## src/rtl/pmb_pkg.sv

```systemverilog
package pmb_pkg;
   typedef enum logic [1:0] {
      SEL_STAT  = 2'd0,
      SEL_RPTR  = 2'd1,
      SEL_WPTR  = 2'd2,
      SEL_DATA  = 2'd3
   } pmb_sel_e;

   localparam int ST_WPEND = 0;
   localparam int ST_RPEND = 1;
   localparam int ST_BUSY  = 2;
   localparam int ST_OVF   = 3;
   localparam int ST_W     = 4;
endpackage

```

## src/rtl/pmb_ptr.sv

```systemverilog
module pmb_ptr #(
   parameter int AW = 9
) (
   input  logic          clk,
   input  logic          rst_n,
   input  logic          load,
   input  logic [AW-1:0] load_val,
   input  logic          step,
   output logic [AW-1:0] ptr
);
   localparam logic [AW-1:0] PTR_MAX = {AW{1'b1}};

   if (AW < 1) begin : g_bad_aw
      $error("pmb_ptr: AW must be at least 1");
   end

   always_ff @(posedge clk) begin
      if (!rst_n)
         ptr <= '0;
      else if (load)
         ptr <= load_val;
      else if (step)
         ptr <= ptr + 1'b1;
   end

   p_wrap_r10: assert property (@(posedge clk) disable iff (!rst_n)
      (step && !load && ptr == PTR_MAX) |=> (ptr == '0));
endmodule

```

## src/rtl/pmb_xfer.sv

```systemverilog
module pmb_xfer (
   input  logic clk,
   input  logic rst_n,
   input  logic attempt,
   input  logic start_wr,
   input  logic start_rd,
   input  logic ovf_clr,
   input  logic mem_ack,
   output logic accept,
   output logic wr_pend,
   output logic rd_pend,
   output logic busy,
   output logic ovf,
   output logic done_wr,
   output logic done_rd
);
   assign busy    = wr_pend | rd_pend;
   assign accept  = attempt & ~busy;
   assign done_wr = wr_pend & mem_ack;
   assign done_rd = rd_pend & mem_ack;

   always_ff @(posedge clk) begin
      if (!rst_n) begin
         wr_pend <= 1'b0;
         rd_pend <= 1'b0;
      end else if (busy && mem_ack) begin
         wr_pend <= 1'b0;
         rd_pend <= 1'b0;
      end else begin
         if (start_wr) wr_pend <= 1'b1;
         if (start_rd) rd_pend <= 1'b1;
      end
   end

   always_ff @(posedge clk) begin
      if (!rst_n)
         ovf <= 1'b0;
      else if (attempt && busy)
         ovf <= 1'b1;
      else if (ovf_clr)
         ovf <= 1'b0;
   end

   p_busy_hold_r8: assert property (@(posedge clk) disable iff (!rst_n)
      (busy && !mem_ack) |=> busy);

   p_ovf_set_r9: assert property (@(posedge clk) disable iff (!rst_n)
      (attempt && busy) |=> ovf);

   p_single_pend_r8: assert property (@(posedge clk) disable iff (!rst_n)
      $onehot0({wr_pend, rd_pend}));
endmodule

```

## src/rtl/pmb_rdmux.sv

```systemverilog
module pmb_rdmux #(
   parameter int AW      = 9,
   parameter int DW      = 12,
   parameter int BW      = 16,
   parameter bit OUT_REG = 1'b0
) (
   input  logic                   clk,
   input  logic                   rst_n,
   input  logic [1:0]             sel,
   input  logic                   rd,
   input  logic [pmb_pkg::ST_W-1:0] status,
   input  logic [AW-1:0]          rptr,
   input  logic [AW-1:0]          wptr,
   input  logic [DW-1:0]          data,
   output logic [BW-1:0]          rdata
);
   import pmb_pkg::*;

   logic [BW-1:0] word;

   always_comb begin
      word = '0;
      case (pmb_sel_e'(sel))
         SEL_STAT: word[ST_W-1:0] = status;
         SEL_RPTR: word[AW-1:0]   = rptr;
         SEL_WPTR: word[AW-1:0]   = wptr;
         SEL_DATA: word[DW-1:0]   = data;
         default:  word = '0;
      endcase
   end

   if (OUT_REG) begin : g_reg
      always_ff @(posedge clk) begin
         if (!rst_n)
            rdata <= '0;
         else if (rd)
            rdata <= word;
      end
   end else begin : g_comb
      logic unused_ctl;
      assign unused_ctl = clk ^ rst_n ^ rd;
      assign rdata = word;
   end
endmodule

```

## src/rtl/pmb_bridge.sv

```systemverilog
module pmb_bridge #(
   parameter int AW      = 9,
   parameter int DW      = 12,
   parameter int BW      = 16,
   parameter bit OUT_REG = 1'b0
) (
   input  logic          clk,
   input  logic          rst_n,
   input  logic [1:0]    host_sel,
   input  logic          host_wr,
   input  logic          host_rd,
   input  logic [BW-1:0] host_wdata,
   output logic [BW-1:0] host_rdata,
   output logic          mem_req,
   output logic          mem_we,
   output logic [AW-1:0] mem_addr,
   output logic [DW-1:0] mem_wdata,
   input  logic          mem_ack,
   input  logic [DW-1:0] mem_rdata
);
   import pmb_pkg::*;

   if (BW < DW || BW < AW || BW < ST_W) begin : g_bad_width
      $error("pmb_bridge: BW must hold the data, address and status fields");
   end

   logic          sel_stat, sel_rptr, sel_wptr, sel_data;
   logic          attempt, accept;
   logic          ld_rptr, ld_wptr, data_wr, data_rd;
   logic          wr_pend, rd_pend, busy, ovf, done_wr, done_rd;
   logic [AW-1:0] rptr, wptr;
   logic [DW-1:0] data_q;
   logic          unused_hi;

   assign unused_hi = ^host_wdata[BW-1:DW];

   assign sel_stat = (pmb_sel_e'(host_sel) == SEL_STAT);
   assign sel_rptr = (pmb_sel_e'(host_sel) == SEL_RPTR);
   assign sel_wptr = (pmb_sel_e'(host_sel) == SEL_WPTR);
   assign sel_data = (pmb_sel_e'(host_sel) == SEL_DATA);

   assign attempt = (host_wr && !sel_stat) || (host_rd && sel_data);
   assign ld_rptr = accept && host_wr && sel_rptr;
   assign ld_wptr = accept && host_wr && sel_wptr;
   assign data_wr = accept && host_wr && sel_data;
   assign data_rd = accept && host_rd && sel_data;

   pmb_xfer u_xfer (
      .clk      (clk),
      .rst_n    (rst_n),
      .attempt  (attempt),
      .start_wr (data_wr),
      .start_rd (ld_rptr | data_rd),
      .ovf_clr  (host_rd && sel_stat),
      .mem_ack  (mem_ack),
      .accept   (accept),
      .wr_pend  (wr_pend),
      .rd_pend  (rd_pend),
      .busy     (busy),
      .ovf      (ovf),
      .done_wr  (done_wr),
      .done_rd  (done_rd)
   );

   pmb_ptr #(.AW(AW)) u_rptr (
      .clk      (clk),
      .rst_n    (rst_n),
      .load     (ld_rptr),
      .load_val (host_wdata[AW-1:0]),
      .step     (data_rd),
      .ptr      (rptr)
   );

   pmb_ptr #(.AW(AW)) u_wptr (
      .clk      (clk),
      .rst_n    (rst_n),
      .load     (ld_wptr),
      .load_val (host_wdata[AW-1:0]),
      .step     (done_wr),
      .ptr      (wptr)
   );

   always_ff @(posedge clk) begin
      if (!rst_n)
         data_q <= '0;
      else if (data_wr)
         data_q <= host_wdata[DW-1:0];
      else if (done_rd)
         data_q <= mem_rdata;
   end

   assign mem_req   = busy;
   assign mem_we    = wr_pend;
   assign mem_addr  = wr_pend ? wptr : rptr;
   assign mem_wdata = data_q;

   pmb_rdmux #(.AW(AW), .DW(DW), .BW(BW), .OUT_REG(OUT_REG)) u_rdmux (
      .clk    (clk),
      .rst_n  (rst_n),
      .sel    (host_sel),
      .rd     (host_rd),
      .status ({ovf, busy, rd_pend, wr_pend}),
      .rptr   (rptr),
      .wptr   (wptr),
      .data   (data_q),
      .rdata  (host_rdata)
   );

   p_wr_step_r4: assert property (@(posedge clk) disable iff (!rst_n)
      (wr_pend && mem_ack) |=> (wptr == $past(wptr) + 1'b1));

   p_ack_idle_r4: assert property (@(posedge clk) disable iff (!rst_n)
      (mem_req && mem_ack) |=> !mem_req);

   p_capture_r5: assert property (@(posedge clk) disable iff (!rst_n)
      (rd_pend && mem_ack) |=> (data_q == $past(mem_rdata)));

   p_req_stable_r8: assert property (@(posedge clk) disable iff (!rst_n)
      (mem_req && !mem_ack) |=> (mem_req && $stable(mem_addr) && $stable(mem_we)));
endmodule

```

## config.mk

```make
export PLATFORM = sky130hd
export DESIGN_NAME = pmb_bridge
export DESIGN_NICKNAME = d
export VERILOG_FILES = /design/src/rtl/pmb_pkg.sv /design/src/rtl/pmb_ptr.sv /design/src/rtl/pmb_xfer.sv /design/src/rtl/pmb_rdmux.sv /design/src/rtl/pmb_bridge.sv
export SDC_FILE = /design/constraint.sdc
export NUM_CORES = 1
export LEC_CHECK = 0
export BUFFER_PORTS_ARGS = -buffer_cell sky130_fd_sc_hd__buf_4
export CAP_MARGIN = 20
export CORE_UTILIZATION = 45
export DETAILED_ROUTE_END_ITERATION = 6
export HOLD_SLACK_MARGIN = 0.08
export PLACE_DENSITY = 0.76
export SETUP_SLACK_MARGIN = 0.1
export SYNTH_ARGS = -nofsm -noshare
export SYNTH_HDL_FRONTEND = slang
export SYNTH_SLANG_ARGS = --single-unit
export TNS_END_PERCENT = 100
```

## constraint.sdc

```tcl
create_clock -name clk -period 1.55 [get_ports clk]
set_clock_uncertainty 0.1 [all_clocks]
set_input_delay 0.0775 -clock clk [delete_from_list [all_inputs] [get_ports clk]]
set_output_delay 0.0775 -clock clk [all_outputs]
set_load 0.02 [all_outputs]
```

==> flow_results.xml <==
<?xml version="1.0" encoding="UTF-8"?>
<metrics>
  <group name="power">
    <metric name="ir_drop" unit="mV">0.532</metric>
    <metric name="comb_power_share" unit="">0.356</metric>
    <metric name="seq_power_share" unit="">0.385</metric>
    <metric name="leakagePower" unit="nW">1.52</metric>
    <metric name="power_report.internal_total" unit="W">0.00165</metric>
    <metric name="p_switching" unit="W">0.000846</metric>
    <metric name="sw_frac_of_total" unit="">0.339</metric>
    <metric name="power.density_cell_area" unit="nW/um2">668</metric>
    <metric name="share_clk_of_total_power" unit="">0.259</metric>
  </group>
  <group name="floorplan">
    <metric name="fp.dieW" unit="um">69.9</metric>
    <metric name="die_h" unit="um">69.9</metric>
    <metric name="initial_core_util" unit="">0.473</metric>
    <metric name="fp.dieArea" unit="um2">4890</metric>
    <metric name="pin_count" unit="">74</metric>
    <metric name="row_count" unit="">24</metric>
    <metric name="core" unit="um2">4380</metric>
  </group>
  <group name="placed_design">
    <metric name="place_inst" unit="">370</metric>
    <metric name="place.port_buffers" unit="">65</metric>
    <metric name="gp_congestion" unit="">0.904</metric>
    <metric name="post_dp_hpwl" unit="um">4680</metric>
  </group>
  <group name="clocking">
    <metric name="clk-insertion-delay-late" unit="ns">0.30</metric>
    <metric name="max-clock-path-buffers" unit="">2</metric>
    <metric name="clock_tree.root_cell" unit="">sky130_fd_sc_hd__clkbuf_8</metric>
    <metric name="cts_tree" unit="">built</metric>
    <metric name="tritoncts.num_buffers" unit="">5</metric>
    <metric name="clk_pin_slew_worst_paths" unit="ns">0.07</metric>
    <metric name="cts.htree.levels" unit="">2</metric>
    <metric name="clock-sinks" unit="">33</metric>
  </group>
  <group name="status">
    <metric name="outcome" unit="">complete, but fails checks</metric>
    <metric name="failing_checks" unit="">negative setup slack</metric>
  </group>
  <group name="finish">
    <metric name="diodes_inserted" unit="">0</metric>
    <metric name="final.fill_count" unit="">242</metric>
    <metric name="layout.nets" unit="">415</metric>
    <metric name="drive_gt1_frac" unit="">0.546</metric>
    <metric name="final_core_utilization" unit="">0.851</metric>
    <metric name="area_delta_synth_final" unit="%">79.7</metric>
    <metric name="layoutNonFillerInstCount" unit="">431</metric>
  </group>
  <group name="routing">
    <metric name="drt_iter0_markers" unit="">430</metric>
    <metric name="drt-pass1-iter-count" unit="">5</metric>
    <metric name="antenna_violating_nets_post_route" unit="">0</metric>
    <metric name="post_drt_via_cell_ratio" unit="">6.72</metric>
    <metric name="wirelength" unit="um">9970</metric>
    <metric name="routed-via-count" unit="">2895</metric>
    <metric name="drcViolationCount" unit="">0</metric>
    <metric name="routedWlPerCell" unit="um">23.1</metric>
  </group>
  <group name="critical_path">
    <metric name="critical_path_class" unit="">reg -&gt; reg</metric>
    <metric name="end_kind" unit="">flip-flop</metric>
    <metric name="cp_data_arrival_time" unit="ns">1.88</metric>
    <metric name="critPathRequiredTime" unit="ns">1.66</metric>
    <metric name="launching_element_type_of_the_critical_path" unit="">flip-flop</metric>
    <metric name="crit_path_top_delay_cell" unit="">sky130_fd_sc_hd__dfxtp_4</metric>
    <metric name="r2r_setup_slack" unit="ns">-0.22</metric>
    <metric name="maximum_fanout_count_along_the_critical_path" unit="">8</metric>
    <metric name="crit_path_cell_trace" unit="">buf_6 &gt; buf_6 &gt; buf_12 &gt; and2_4 &gt; a31oi_4 &gt; buf_8 &gt; o21ai_2 &gt; a21oi_1</metric>
    <metric name="timing.critical_path.slowest_cell_delay" unit="ns">0.37</metric>
    <metric name="crit_top_cell" unit="">sky130_fd_sc_hd__buf_6</metric>
  </group>
  <group name="yosys">
    <metric name="synth_top_cell_by_area" unit="">sky130_fd_sc_hd__dfxtp_1</metric>
    <metric name="post_synth_inst_count" unit="">253</metric>
    <metric name="yosys_most_used_dff" unit="">sky130_fd_sc_hd__dfxtp_1</metric>
    <metric name="syn-cell-area" unit="um2">2080</metric>
    <metric name="synth_edf_count" unit="">0</metric>
    <metric name="yosysWarningCount" unit="">0</metric>
    <metric name="netlist-cell-type-count" unit="">45</metric>
    <metric name="synthSimpleGateAreaFrac" unit="">0.240</metric>
    <metric name="synth_compound_gate_area_share" unit="">0.238</metric>
    <metric name="synth_area_leaders" unit="">sky130_fd_sc_hd__dfxtp_1 (32%), sky130_fd_sc_hd__mux2_2 (7.1%), sky130_fd_sc_hd__nand2_1 (5.4%)</metric>
    <metric name="muxShareOfSynthArea" unit="">0.119</metric>
    <metric name="synth_sequential_area_ratio" unit="">0.318</metric>
    <metric name="synthMostInstantiatedCell" unit="">sky130_fd_sc_hd__dfxtp_1</metric>
    <metric name="synth.avg_cell_area" unit="um2">8.20</metric>
    <metric name="synth-xor-area-share" unit="">0</metric>
    <metric name="ys_async_sr_fraction" unit="">0</metric>
    <metric name="postSynthRegisterBits" unit="">33</metric>
    <metric name="synth_commonest_cells" unit="">sky130_fd_sc_hd__dfxtp_1 (33), sky130_fd_sc_hd__nand2_1 (30), sky130_fd_sc_hd__nor2_1 (20), sky130_fd_sc_hd__nand3_1 (19), sky130_fd_sc_hd__a21oi_1 (16)</metric>
    <metric name="synth_top_cell_area_share" unit="">0.318</metric>
    <metric name="post_synth_fa_ha_maj_area_fraction" unit="">0.0121</metric>
    <metric name="synth_top_family_by_area" unit="">simple AND/OR/NAND/NOR gates</metric>
  </group>
  <group name="timing">
    <metric name="clock.fmax" unit="GHz">0.566</metric>
    <metric name="layout_worst_path_cycle_share" unit="">1.14</metric>
    <metric name="setup_ws" unit="ns">-0.217</metric>
    <metric name="max_slew_violation_count" unit="">0</metric>
    <metric name="hold-worst-slack" unit="ns">0.114</metric>
    <metric name="period_needed" unit="ns">1.77</metric>
    <metric name="tns" unit="ns">-2.30</metric>
    <metric name="finalHoldViolations" unit="">0</metric>
    <metric name="unrepaired_setup_endpoints_after_global_routing" unit="">yes</metric>
    <metric name="setup_viol_count_final" unit="">31</metric>
  </group>
  <group name="global_route">
    <metric name="grt_start_max_net_pins" unit="">20</metric>
    <metric name="global_route_wire_length_before_repair" unit="um">13200</metric>
    <metric name="grt_pass1_vias" unit="">2569</metric>
    <metric name="grt_antenna_before_repair" unit="">0</metric>
    <metric name="track_usage" unit="">0.348</metric>
    <metric name="globalRouteOverflowTotal" unit="">0</metric>
  </group>
  <group name="worst_hold_path">
    <metric name="hold_class" unit="">in -&gt; reg</metric>
  </group>
  <group name="job">
    <metric name="maxCapViolCount" unit="">0</metric>
  </group>
</metrics>
==> worst paths after layout <==
kind	from	endpoint	cells after the start
setup / recovery	u_xfer.wr_pend$_SDFFE_PP0P_	u_wptr.ptr[3]$_SDFFE_PN0P_	8
hold / removal	mem_ack	mem_wdata[1]$_SDFFE_PN0P_	3
setup reg to reg	u_xfer.wr_pend$_SDFFE_PP0P_	u_wptr.ptr[3]$_SDFFE_PN0P_	8
hold reg to reg	u_wptr.ptr[8]$_SDFFE_PN0P_	u_wptr.ptr[8]$_SDFFE_PN0P_	2
==> state kept, by name, indices dropped and copies added (netlist names) <==
register,cells
u_xfer.ovf,1
u_wptr.ptr,9
u_xfer.wr_pend,1
mem_wdata,12
u_rptr.ptr,9
u_xfer.rd_pend,1
==> routing by layer <==
| layer | track usage | vias up | routed length [um] |
|---|---|---|---|
| li1 | - | 1192 | - |
| met1 | 0.427 | 1384 | 3690 |
| met2 | 0.576 | 254 | 4680 |
| met3 | 0.0693 | 65 | 964 |
| met4 | 0.178 | 0 | 625 |
| met5 | 0 | - | 0 |
==> cells in the final DEF (no fill, tap or decap), types with 4 or more instances in the layout <==
cell type / n
sky130_fd_sc_hd__buf_4: 78
sky130_fd_sc_hd__buf_6: 29
sky130_fd_sc_hd__dlygate4sd3_1: 27
sky130_fd_sc_hd__nand2_1: 24
sky130_fd_sc_hd__dfxtp_1: 22
sky130_fd_sc_hd__nand3_1: 16
sky130_fd_sc_hd__nor2_1: 9
sky130_fd_sc_hd__mux2_4: 8
sky130_fd_sc_hd__a21oi_1: 8
sky130_fd_sc_hd__inv_1: 7
sky130_fd_sc_hd__a21oi_2: 7
sky130_fd_sc_hd__nor2_2: 7
sky130_fd_sc_hd__a311oi_2: 7
sky130_fd_sc_hd__o21ai_2: 6
sky130_fd_sc_hd__a31oi_1: 6
sky130_fd_sc_hd__dfxtp_2: 6
sky130_fd_sc_hd__mux2_2: 5
sky130_fd_sc_hd__a22o_1: 5
sky130_fd_sc_hd__nor2_4: 5
sky130_fd_sc_hd__and3_1: 5
sky130_fd_sc_hd__nand2_2: 5
sky130_fd_sc_hd__or3_1: 5
sky130_fd_sc_hd__clkbuf_8: 5
sky130_fd_sc_hd__dfxtp_4: 5
sky130_fd_sc_hd__mux4_2: 4
sky130_fd_sc_hd__nand4_1: 4
sky130_fd_sc_hd__a22oi_2: 4
sky130_fd_sc_hd__o211ai_1: 4
sky130_fd_sc_hd__conb_1: 4
==> kinds of logic after synthesis <==
kind of cell,count (synthesis)
AO/OA/AOI/OAI,71
adder cells (fa/ha/maj),2
buffers and inverters,32
flip-flops,33
multiplexers,17
other,1
AND/OR/NAND/NOR,97
==> metrics by stage <==
step | area (um2) | setup WS, ns | total power, W
6_report | 3730 | -0.217 | 0.00249
5_1_grt | 3730 | -0.223 | 0.00255
4_1_cts | 3360 | -0.0662 | 0.00230
3_5_place_dp | 2680 | 0.0635 | 0.00153
3_3_place_gp | 2680 | 0.0840 | 0.00152
2_1_floorplan | 2110 | 0.0728 | 0.00129
==> area by class of cell <==
| class | count | area (um2) | area share |
|---|---|---|---|
| Multi-Input combinational cell | 191 | 1610 | 0.432 |
| Timing Repair Buffer | 138 | 1250 | 0.336 |
| Sequential cell | 33 | 687 | 0.184 |
| Clock buffer | 8 | 80.1 | 0.0215 |
| Tap cell | 52 | 65.1 | 0.0174 |
| Inverter | 9 | 36.3 | 0.00973 |
==> worst max-delay path: cells and delay by family, from the launching register on <==
family,cells,cell delay [ns]
simple gates,1,0.17
buf+inv,4,0.57
compound gates,3,0.46
flops,1,0.37
==> power by group through the flow <==
stage	registers (W)	clock network [W]	logic [W]
after floorplan	0.000982	0	0.000305
after global placement	0.000969	0	0.000547
after detailed placement	0.000971	0	0.000555
after CTS	0.000952	0.000633	0.000717
after global routing	0.000963	0.000668	0.000919
final	0.000960	0.000645	0.000889
==> what timing repair did <==
item | CTS | global route
pin swaps | 5 | 34
setup endpoints to repair | 36 | 49
endpoints found under the hold margin | 33 | 0
buffers inserted | 12 | 15
resized for setup | 56 | 89
gates cloned | 2 | 0
hold buffers | 27 | 0
No activity file was read; power rests on OpenSTA's default activity.
